[src/rtl/irq_stat_pkg.sv]
package irq_stat_pkg;
  localparam int N_LATCH   = 9;
  localparam int N_SRC     = N_LATCH + 2;
  localparam int B_ABORT   = 0;
  localparam int B_TXEMPTY = N_LATCH;
  localparam int B_RXFULL  = N_LATCH + 1;
endpackage

[src/rtl/isr_evt_latch.sv]
module isr_evt_latch #(
  parameter int W = 9
) (
  input  logic         clk,
  input  logic         rst,
  input  logic [W-1:0] ev,
  input  logic [W-1:0] clr,
  input  logic         clr_all,
  output logic [W-1:0] nxt,
  output logic [W-1:0] q
);
  for (genvar i = 0; i < W; i++) begin : g_bit
    // a fresh event dominates any clear in the same cycle
    assign nxt[i] = ev[i] | (q[i] & ~clr[i] & ~clr_all);

    always_ff @(posedge clk) begin
      if (rst) q[i] <= 1'b0;
      else     q[i] <= nxt[i];
    end

    assert_evt_sets_R2: assert property (@(posedge clk) disable iff (rst)
      ev[i] |=> q[i]);
    assert_own_clear_R3: assert property (@(posedge clk) disable iff (rst)
      (clr[i] && !ev[i]) |=> !q[i]);
    assert_global_clear_R4: assert property (@(posedge clk) disable iff (rst)
      (clr_all && !ev[i]) |=> !q[i]);
    assert_hold_R2: assert property (@(posedge clk) disable iff (rst)
      (q[i] && !clr[i] && !clr_all) |=> q[i]);
  end
endmodule

[src/rtl/isr_level_cmp.sv]
module isr_level_cmp #(
  parameter int LW = 5
) (
  input  logic [LW-1:0] tx_level,
  input  logic [LW-1:0] tx_thresh,
  input  logic [LW-1:0] rx_level,
  input  logic [LW-1:0] rx_thresh,
  output logic          tx_empty,
  output logic          rx_full
);
  always_comb begin
    tx_empty = (tx_level <= tx_thresh);
    rx_full  = (rx_level >  rx_thresh);
  end
endmodule

[src/rtl/isr_abort_cap.sv]
module isr_abort_cap #(
  parameter int RW = 16
) (
  input  logic          clk,
  input  logic          rst,
  input  logic          abort_ev,
  input  logic [RW-1:0] reason_in,
  input  logic          abort_clr,
  output logic [RW-1:0] reason_q
);
  always_ff @(posedge clk) begin
    if (rst)           reason_q <= '0;
    else if (abort_ev) reason_q <= reason_in;
    else if (abort_clr) reason_q <= '0;
  end

  assert_reason_load_R10: assert property (@(posedge clk) disable iff (rst)
    abort_ev |=> (reason_q == $past(reason_in)));
  assert_reason_wipe_R10: assert property (@(posedge clk) disable iff (rst)
    (abort_clr && !abort_ev) |=> (reason_q == '0));
  assert_reason_hold_R10: assert property (@(posedge clk) disable iff (rst)
    (!abort_clr && !abort_ev) |=> $stable(reason_q));
endmodule

[src/rtl/irq_stat_unit.sv]
module irq_stat_unit
  import irq_stat_pkg::*;
#(
  parameter int LW = 5,
  parameter int RW = 16
) (
  input  logic               clk,
  input  logic               rst,
  input  logic               ctl_enable,
  input  logic [N_LATCH-1:0] evt_in,
  input  logic [RW-1:0]      abort_reason_in,
  input  logic [LW-1:0]      tx_level,
  input  logic [LW-1:0]      tx_thresh,
  input  logic [LW-1:0]      rx_level,
  input  logic [LW-1:0]      rx_thresh,
  input  logic               mask_wr,
  input  logic [N_SRC-1:0]   mask_wdata,
  input  logic [N_LATCH-1:0] clr_rd,
  input  logic               clr_all_rd,
  output logic [N_SRC-1:0]   raw_stat,
  output logic [N_SRC-1:0]   masked_stat,
  output logic [N_SRC-1:0]   mask_q,
  output logic [RW-1:0]      abort_reason,
  output logic               irq
);
  logic [N_LATCH-1:0] lat_nxt, lat_q;
  logic               tx_empty_c, rx_full_c;
  logic [1:0]         lvl_q;
  logic [N_SRC-1:0]   mask_nxt, raw_nxt, masked_nxt;

  isr_evt_latch #(.W(N_LATCH)) u_latch (
    .clk(clk), .rst(rst), .ev(evt_in), .clr(clr_rd),
    .clr_all(clr_all_rd), .nxt(lat_nxt), .q(lat_q)
  );

  isr_level_cmp #(.LW(LW)) u_level (
    .tx_level(tx_level), .tx_thresh(tx_thresh),
    .rx_level(rx_level), .rx_thresh(rx_thresh),
    .tx_empty(tx_empty_c), .rx_full(rx_full_c)
  );

  isr_abort_cap #(.RW(RW)) u_abort (
    .clk(clk), .rst(rst), .abort_ev(evt_in[B_ABORT]),
    .reason_in(abort_reason_in), .abort_clr(clr_rd[B_ABORT]),
    .reason_q(abort_reason)
  );

  always_comb begin
    mask_nxt   = mask_wr ? mask_wdata : mask_q;
    raw_nxt    = {rx_full_c, tx_empty_c, lat_nxt};
    masked_nxt = raw_nxt & mask_nxt;
  end

  // mask, masked view and irq are registered from next-state values so
  // that every output moves on the same edge as the raw status
  always_ff @(posedge clk) begin
    if (rst) begin
      mask_q      <= '1;
      lvl_q       <= '0;
      masked_stat <= '0;
      irq         <= 1'b0;
    end else begin
      mask_q      <= mask_nxt;
      lvl_q       <= {rx_full_c, tx_empty_c};
      masked_stat <= masked_nxt;
      irq         <= ctl_enable & (|masked_nxt);
    end
  end

  assign raw_stat = {lvl_q, lat_q};

  assert_reset_state_R1: assert property (@(posedge clk) disable iff (rst)
    $past(rst) |-> (raw_stat == '0 && mask_q == '1 && abort_reason == '0 && !irq));
  assert_masked_view_R8: assert property (@(posedge clk) disable iff (rst)
    masked_stat == (raw_stat & mask_q));
  assert_irq_needs_src_R9: assert property (@(posedge clk) disable iff (rst)
    irq |-> (masked_stat != '0));
  assert_irq_gated_R9: assert property (@(posedge clk) disable iff (rst)
    (!$past(rst) && !$past(ctl_enable)) |-> !irq);
  assert_tx_empty_R6: assert property (@(posedge clk) disable iff (rst)
    !$past(rst) |-> (raw_stat[B_TXEMPTY] == $past(tx_level <= tx_thresh)));
  assert_rx_full_R7: assert property (@(posedge clk) disable iff (rst)
    !$past(rst) |-> (raw_stat[B_RXFULL] == $past(rx_level > rx_thresh)));
  assert_mask_load_R11: assert property (@(posedge clk) disable iff (rst)
    mask_wr |=> (mask_q == $past(mask_wdata)));
endmodule

[config.mk]
export PLATFORM = sky130hd
export DESIGN_NAME = irq_stat_unit
export DESIGN_NICKNAME = d
export VERILOG_FILES = /design/src/rtl/irq_stat_pkg.sv /design/src/rtl/isr_evt_latch.sv /design/src/rtl/isr_level_cmp.sv /design/src/rtl/isr_abort_cap.sv /design/src/rtl/irq_stat_unit.sv
export SDC_FILE = /design/constraint.sdc
export NUM_CORES = 1
export LEC_CHECK = 0
export ABC_AREA = 1
export BUFFER_PORTS_ARGS = -buffer_cell sky130_fd_sc_hd__buf_2
export CORE_ASPECT_RATIO = 1.4
export CORE_MARGIN = 4
export CORE_UTILIZATION = 46
export DETAILED_ROUTE_END_ITERATION = 6
export GPL_ROUTABILITY_DRIVEN = 0
export GPL_TIMING_DRIVEN = 0
export PLACE_DENSITY = 0.84
export SYNTH_ARGS = -nofsm -noshare
export SYNTH_HDL_FRONTEND = slang
export SYNTH_SLANG_ARGS = --single-unit
[constraint.sdc]
create_clock -name clk -period 1.8 [get_ports clk]
set_input_delay 0.09 -clock clk [delete_from_list [all_inputs] [get_ports clk]]
set_output_delay 0.09 -clock clk [all_outputs]
set_load 0.02 [all_outputs]
== Word-level counts from Yosys, hierarchy flattened ==
Index checks and enable logic that the tools add are counted.

* Flip-flop bits (word level): 50
* Latch bits: 0
* Bits in writable memories: 0
* ROM bits: 0
* Input port bits: 70
* Output and inout port bits: 50
* Word-level logic and storage cells: 60
* Memories: 0

* Add/sub/neg operators: 0
* $mul: 0
* Divide/modulo/power cells: 0
* Order comparisons: 2
* Eq/ne operators: 0
* Shift operators: 0
* Mux-type cells: 3
* Bitwise gates (word level): 39
* Reductions and logical operators: 2

{| class="wikitable"
|+ Operators with widths
! cell !! number
|-
| two-way mux 16 bit || 2
|-
| AND 1 bit || 19
|-
| AND 11 bit || 1
|-
| two-way mux 11 bit || 1
|-
| OR reduction 11 bit || 1
|-
| NOT 1 bit || 10
|-
| OR 1 bit || 9
|-
| > comparator 5 bit || 1
|-
| <= comparator 5 bit || 1
|-
| nonzero test 2 bit || 1
|}

== Longest topological paths before layout ==
Gate-level depths: netlist of run 1.

* Depth after elaboration: 7
* Gate-level depth with buffers: 11

== Hierarchy ==
A second synthesis of run 1 with hierarchy kept.

* Cells, all modules: 302
* Area, all modules: 2,268.4 um^2

{| class="wikitable"
|+ By module, submodules not included
! module !! instances !! cells each !! area an instance (um^2) !! seq. area each (um^2)
|-
| irq_stat_unit || 1 || 131 || 952.2 || 500.5
|-
| isr_abort_cap || 1 || 70 || 584.3 || 320.3
|-
| isr_evt_latch || 1 || 56 || 455.4 || 180.2
|-
| isr_level_cmp || 1 || 45 || 276.5 || 0.0
|}

== Least setup slack after synthesis of run 1 ==
No wires, ideal clock.

* Kind: input to register
* Start: input tx_thresh[4]
* End: register irq
* Arrival: 0.968 ns
* Slack: 0.720 ns
* Stages: 11
* Path through: inv_1 -> ha_1 -> nand2_1 -> nor2_1 -> nand2_1 -> nand3_1 -> nand2_1 -> nand2_1 -> nand2_1 -> nor2_1 -> nor2_1

* Longest elaborated chain between the ends: 4

{| class="wikitable"
|+ RTL lines
! item !! RTL line !! text
|-
| start: declaration || irq_stat_unit.sv:13 || <nowiki>input logic [LW-1:0] tx_thresh,</nowiki>
|-
| <= comparator 5 bit || isr_level_cmp.sv:12 || <nowiki>tx_empty = (tx_level <= tx_thresh);</nowiki>
|-
| AND 11 bit || irq_stat_unit.sv:51 || <nowiki>masked_nxt = raw_nxt & mask_nxt;</nowiki>
|-
| OR reduction 11 bit || irq_stat_unit.sv:66 || <nowiki>irq <= ctl_enable & (|masked_nxt);</nowiki>
|-
| AND 1 bit || irq_stat_unit.sv:66 ||
|-
| end signal: assignment || irq_stat_unit.sv:66 ||
|-
| end: declaration || irq_stat_unit.sv:24 || <nowiki>output logic irq</nowiki>
|}

Every way passes these cells.
A chain may end at the register's enable or synchronous reset.

== Worst setup path in the final report of run 1 ==
* Start: register mask_q[4]
* End: register irq

* Longest elaborated chain between the ends: 4

{| class="wikitable"
|+ RTL lines
! item !! RTL line !! text
|-
| start: declaration || irq_stat_unit.sv:22 || <nowiki>output logic [N_SRC-1:0] mask_q,</nowiki>
|-
| start signal: assignment || irq_stat_unit.sv:63 || <nowiki>mask_q <= mask_nxt;</nowiki>
|-
| two-way mux 11 bit || irq_stat_unit.sv:49 || <nowiki>mask_nxt = mask_wr ? mask_wdata : mask_q;</nowiki>
|-
| AND 11 bit || irq_stat_unit.sv:51 ||
|-
| OR reduction 11 bit || irq_stat_unit.sv:66 ||
|-
| AND 1 bit || irq_stat_unit.sv:66 ||
|}

Every way passes these cells.

==> impl_metrics.tcl, run 1 <==
set metrics [dict create \
    clock_skew_ns 0.00471 \
    clockBufferDepth 2 \
    clk-insertion-delay-late_ns 0.29 \
    power_leakage_nw 1.60 \
    max_freq_ghz 0.925 \
    tns_ns 0 \
    h-tree-depth 2 \
    power_frac_clock_pct 31.3 \
    ant_nets 0 \
    vias 2131 \
    synth_area_leaders "dfxtp_1 (49%), nand2_1 (20%), a21oi_1 (7.1%), ha_1 (6.1%), inv_1 (5.1%)" \
    synth-seq-area-share_pct 48.8 \
    globalRouteMet3Util_pct 3.62 \
    endpoint_kind "flop" \
    switching_share_pct 26.4 \
    first_global_vias 1980 \
    cp.arrival_ns 1.27 \
    start_util_pct 48.0 \
    drt-initial-drc-count 45 \
    nFillCells 418 \
    required_ns 1.99 \
    finalCriticalPeriod_ns 1.08 \
    synth_area_per_cell_um2 7.24 \
    maxSlewHeadroom_pct 64.4 \
    crit_slowest_cell "dfxtp_1" \
    critPathLaunchType "flop" \
    dieWidth_um 64.4 \
    synth.top_cell.area_share_pct 48.8 \
    die-area_um2 5600 \
    cts-buffers-inserted 5 \
    netlist_area_um2 2050 \
    synth_cells 283 \
    path_cells "o21ai_0 > a21oi_1 > nor2_1 > nand3_1 > nor2_1 > nor2_1" \
    tightest_slew_ns 0.535 \
    fin_crit_sh_pct 60.1 \
    finalHoldViolCount 0 \
    area_growth_pct 37.4 \
    vias_per_cell 4.55 \
    grtUsageMet2_pct 36.1 \
    sequentialPowerShare_pct 49.9 \
    clkSlewWorstSetupHoldPaths_ns 0.09 \
    drc_errors 0 \
    crit_path_max_fanout 2 \
    cts-root-buf "clkbuf_8" \
    wirelength_um 5170 \
    async_flop_share_pct 0 \
    cpLargestDelayFamily "compound AO/OA/AOI/OAI gates" \
    clock_sinks 50 \
    power_frac_comb_pct 18.8 \
    drive_gt1_share_pct 32.1 \
    n_antenna_cell 0 \
    setup_violations 0 \
    cts_setup_buffers 0 \
    worstSetupPathType "reg2reg" \
    p_per_area_nw_per_um2 851 \
    hpwl_um 4280 \
    grt_antenna_before_repair 0 \
    dieHeight_um 87.0 \
    wl_per_cell_um 11.1 \
    crit_top_cell "nor2_1" \
    multiInputGateArea_um2 880 \
    numPortBuffers 117 \
    ys_warn_count 0 \
    hold_ws_ns 0.0259 \
    rsz0062_at_grt "false" \
    drv_slew 0 \
    grt-ovfl-total 0 \
    critPathMaxStageDelay_ns 0.32 \
    synth.most_common_cell "nand2_1" \
    grt_pass1_wl_um 8510 \
    core-area_um2 4270 \
    synth_top_area_cell "dfxtp_1" \
    vdd_drop_max_mv 0.638 \
    cp_num_buf_inv 0 \
    grtUsageTotal_pct 19.2 \
    ys_ff_latch 50 \
    io_pins 120 \
    synth_edf_count 0 \
    hp-class "in2reg" \
    grt_max_degree 15 \
    cts.repair.resized 0 \
    power_mw 2.40 \
    synth_common_cells "nand2_1 (111), dfxtp_1 (50), a21oi_1 (29)" \
    synth_flop_cell "dfxtp_1" \
    hold_buffers 0 \
    rows 28 \
    internal-power_mw 1.76 \
    nets 487 \
    seqCellArea_um2 1000 \
    syn_nets 363 \
    synth_cell_type_count 15 \
    cap_viol_max_count 0 \
    power_switching_uw 633 \
    cts_tree "yes" \
    first_pass_iters 5 \
    outcome "finished clean" \
    grt.busiest_layer "met2" \
    use_met1_pct 21.5 \
]
-- final cells by class --
type | instances | area share [%]
clock inverters | 1 | 1.07
inverters | 29 | 3.86
well taps | 60 | 2.67
clock buffers | 7 | 2.71
flip-flops and latches | 50 | 35.5
plain buffers | 10 | 2.13
repair buffers | 117 | 20.8
multi-input cells | 194 | 31.2
-- routing by layer --
metal / wire, µm / up-vias
met5: 0 / -
met4: 70 / 0
met3: 351 / 6
met2: 2730 / 78
met1: 2020 / 928
li1: - / 1119
-- stage by stage --
| stage | utilization, % | area (µm²) | instances | worst slack (ns) |
|---|---|---|---|---|
| 2_1_floorplan | - | 2050 | 283 | 0.720 |
| 3_3_place_gp | 63.4 | 2710 | 460 | 0.552 |
| 3_5_place_dp | 63.4 | 2710 | 460 | 0.519 |
| 4_1_cts | 65.9 | 2820 | 468 | 0.702 |
| 5_1_grt | 65.9 | 2820 | 468 | 0.537 |
| 6_report | 65.9 | 2820 | 468 | 0.719 |
-- power by group through the flow --
stage | clock network, mW | logic [mW] | registers [mW]
final | 0.750 | 0.450 | 1.20
after global routing | 0.825 | 0.507 | 1.21
after CTS | 0.769 | 0.456 | 1.20
after detailed placement | 0 | 0.454 | 1.22
after global placement | 0 | 0.446 | 1.22
after floorplan | 0 | 0.183 | 1.31
-- layout by cell type, fill, tap and decap left out, types with 2 or more instances in the layout --
cell type,netlist,routed
buf_6,2,2
a21oi_1,29,29
buf_1,2,2
nor2_1,27,27
ha_1,10,10
nand3_1,15,15
nand2_1,111,111
buf_2,3,120
clkbuf_8,0,5
inv_1,28,28
dfxtp_1,50,50
clkbuf_1,2,4
-- path summary, 6_finish.rpt --
kind / startpoint / to / slack (ns) / depth (start not counted)
hold reg to reg: u_abort.reason_q[6] / u_abort.reason_q[6] / 0.46 / 2
setup reg to reg: mask_q[4] / irq / 0.72 / 6
hold / removal: mask_wdata[1] / mask_q[1] / 0.03 / 3
setup / recovery: mask_q[4] / irq / 0.72 / 6
-- kinds of logic (layout without fill, tap and decap cells) --
group | Yosys count | in the layout | synth area share [%]
adder cells (fa/ha/maj) | 10 | 10 | 6.11
AND/OR/NAND/NOR | 154 | 154 | 29.5
flip-flops | 50 | 50 | 48.8
AO/OA/AOI/OAI | 30 | 30 | 7.33
buffers and inverters | 39 | 164 | 8.24
-- registers in the layout (all words and copies together), names as in the netlist --
| register | cells |
|---|---|
| mask_q | 11 |
| irq | 1 |
| masked_stat | 11 |
| u_abort.reason_q | 16 |
| u_latch.q | 9 |
| lvl_q | 2 |
-- worst reg2reg max path: stages, from the launching register on --
cell     delay [ns]
dfxtp_1        0.32
o21ai_0        0.23
a21oi_1        0.11
nor2_1         0.12
nand3_1        0.09
nor2_1         0.09
nor2_1         0.04
No activity file was read; power rests on OpenSTA's default activity.
==> run 2: changes to the inputs <==
--- a/config.mk
+++ b/config.mk
@@ -9,11 +9,11 @@
 export BUFFER_PORTS_ARGS = -buffer_cell sky130_fd_sc_hd__buf_2
 export CORE_ASPECT_RATIO = 1.4
 export CORE_MARGIN = 4
-export CORE_UTILIZATION = 46
+export CORE_UTILIZATION = 43
 export DETAILED_ROUTE_END_ITERATION = 6
 export GPL_ROUTABILITY_DRIVEN = 0
 export GPL_TIMING_DRIVEN = 0
-export PLACE_DENSITY = 0.84
+export PLACE_DENSITY = 0.79
 export SYNTH_ARGS = -nofsm -noshare
 export SYNTH_HDL_FRONTEND = slang
 export SYNTH_SLANG_ARGS = --single-unit
==> constraint.sdc (replaced) <==
create_clock -name clk -period 1.1 [get_ports clk]
set_input_delay 0.055 -clock clk [delete_from_list [all_inputs] [get_ports clk]]
set_output_delay 0.055 -clock clk [all_outputs]
set_load 0.02 [all_outputs]
==> run 2 against run 1 <==
  * The flow now finishes with violations (hold timing)
  * Fmax up 3.2%
  * Critical path depth up 2
  * Combinational power up 83%
  * Via count up 4.5%
  * Utilization up 0.42 points
  * Critical path type unchanged
  * Critical endpoint unchanged
  * Largest power group unchanged
==> impl_metrics.tcl, run 2 (synthesis results as in run 1) <==
set metrics [dict create \
    core-area_um2 4570 \
    required_ns 1.30 \
    setup_ws_ns 0.0525 \
    n_antenna_cell 0 \
    finalHoldViolCount 2 \
    place_ws_ns -0.125 \
    power_frac_clock_pct 31.6 \
    grt-ovfl-total 0 \
    clock_sinks 50 \
    ant_nets 0 \
    vias 2227 \
    worstSetupPathType "reg2reg" \
    critPathLaunchType "flop" \
    fin_crit_sh_pct 95.2 \
    die-area_um2 5950 \
    switching_share_pct 27.9 \
    clockBufferDepth 2 \
    dieHeight_um 89.7 \
    numPortBuffers 117 \
    hpwl_um 4270 \
    first_pass_iters 4 \
    finalCriticalPeriod_ns 1.05 \
    final_cell_area_um2 3030 \
    area_growth_pct 47.9 \
    clkSlewWorstSetupHoldPaths_ns 0.10 \
    largest_reg_flops 16 \
    cp.arrival_ns 1.25 \
    sequentialPowerShare_pct 48.2 \
    dpl-instance-area_um2 2710 \
    final_common_cell "buf_2" \
    start_util_pct 44.8 \
    vias_per_cell 4.62 \
    place_inst 462 \
    hp-class "in2reg" \
    hold_ws_ns -0.00184 \
    rows 29 \
    drc_errors 0 \
    cap_viol_max_count 0 \
    cts_tree "yes" \
    first_global_vias 2145 \
    largestRegisters "u_abort.reason_q: 16 flops, mask_q: 11 flops, masked_stat: 11 flops" \
    rrSetupSlack_ns 0.05 \
    drt-initial-drc-count 64 \
    grt_antenna_before_repair 0 \
    top_register "u_abort.reason_q" \
    dieWidth_um 66.3 \
    power_frac_comb_pct 20.2 \
    max_freq_ghz 0.955 \
    nets 499 \
    layout_common_cells "buf_2 (118), nand2_1 (92), dfxtp_1 (43)" \
    cts-root-buf "clkbuf_8" \
    setup_violations 0 \
    cts-buffers-inserted 5 \
    internal-power_mw 2.94 \
    wl_per_cell_um 11.6 \
    tns_ns 0 \
    h-tree-depth 2 \
    drive_gt1_share_pct 39.0 \
    outcome "finished, violations left" \
    power_leakage_nw 1.65 \
    wirelength_um 5610 \
    p_per_area_nw_per_um2 1350 \
    maxSlewHeadroom_pct 65.0 \
    grt_pass1_wl_um 8580 \
    tightest_slew_ns 0.525 \
    endpoint_kind "flop" \
    fin_cells 482 \
    io_pins 120 \
    failed_checks "hold timing" \
    drv_slew 0 \
    grtUsageTotal_pct 18.5 \
    vdd_drop_max_mv 0.891 \
    rsz0062_at_grt "true" \
    final_core_utilization_pct 66.3 \
    power_switching_mw 1.14 \
    grt_max_degree 17 \
    crit_path_max_fanout 2 \
    clk-insertion-delay-late_ns 0.30 \
    clock_skew_ns 0.00914 \
]
-- run 2: cell count changes in the layout (fill, tap and decap cells not counted), moves of 3 or more --
cell	delta
nor2_1	-3
nand2_2	+19
dfxtp_1	-7
nand2_1	-19
dlygate4sd3_1	+13
dfxtp_2	+7
-- run 2: what timing repair did --
action | in CTS | in global routing
setup endpoints to repair | 1 | 1
hold buffers | 13 | 0
buffers inserted | 0 | 1
pin swaps | 0 | 14
resized for setup | 1 | 34
hold endpoints to repair | 13 | 0
cloned | 0 | 0
-- run 2: power groups by stage --
stage / clock (mW) / combinational (mW) / sequential [mW]
after floorplan: 0 / 0.299 / 2.14
after global placement: 0 / 0.732 / 2.00
after detailed placement: 0 / 0.746 / 2.00
after CTS: 1.32 / 0.785 / 1.96
after global routing: 1.38 / 0.920 / 1.98
final: 1.29 / 0.822 / 1.97
-- run 2: through the flow --
step / hold WS (ns) / total power, mW
finish: -0.00184 / 4.08
detailed placement: 0.294 / 2.75
global placement: 0.287 / 2.73
global route: 0.00192 / 4.28
CTS: 0.000667 / 4.06
floorplan: 0.181 / 2.44
-- run 2: critical path: stages (launching register included) --
cell and delay (ns):
dfxtp_2 0.34, nand2_2 0.06, nand2_1 0.04, nand2_1 0.09, nand2_2 0.08, nor2_4 0.11
nand3_2 0.08, nor2_2 0.10, nor2_1 0.04
-- run 2: final cells by class --
cell class	instances	area, µm²
Clock buffer	5	68.8
Timing Repair Buffer	129	713
Inverter	29	109
Sequential cell	50	1010
Multi-Input combinational cell	194	950
Tap cell	62	77.6
Fill cell	440	1540
Clock inverter	3	43.8
Buffer	10	60.1
-- run 2: layer usage --
| metal | wire [µm] | global-route usage [%] | vias to the layer above |
|---|---|---|---|
| met2 | 2980 | 36.2 | 73 |
| met4 | 93 | 6.84 | 0 |
| li1 | - | - | 1146 |
| met5 | 0 | 0 | - |
| met3 | 397 | 3.99 | 10 |
| met1 | 2150 | 18.9 | 998 |
-- run 2: final timing paths --
| check | startpoint | endpoint | cells past startpoint |
|---|---|---|---|
| hold reg to reg | u_abort.reason_q[0] | u_abort.reason_q[0] | 2 |
| setup / recovery | mask_q[5] | irq | 8 |
| setup reg to reg | mask_q[5] | irq | 8 |
| hold / removal | evt_in[5] | u_latch.q[5] | 3 |
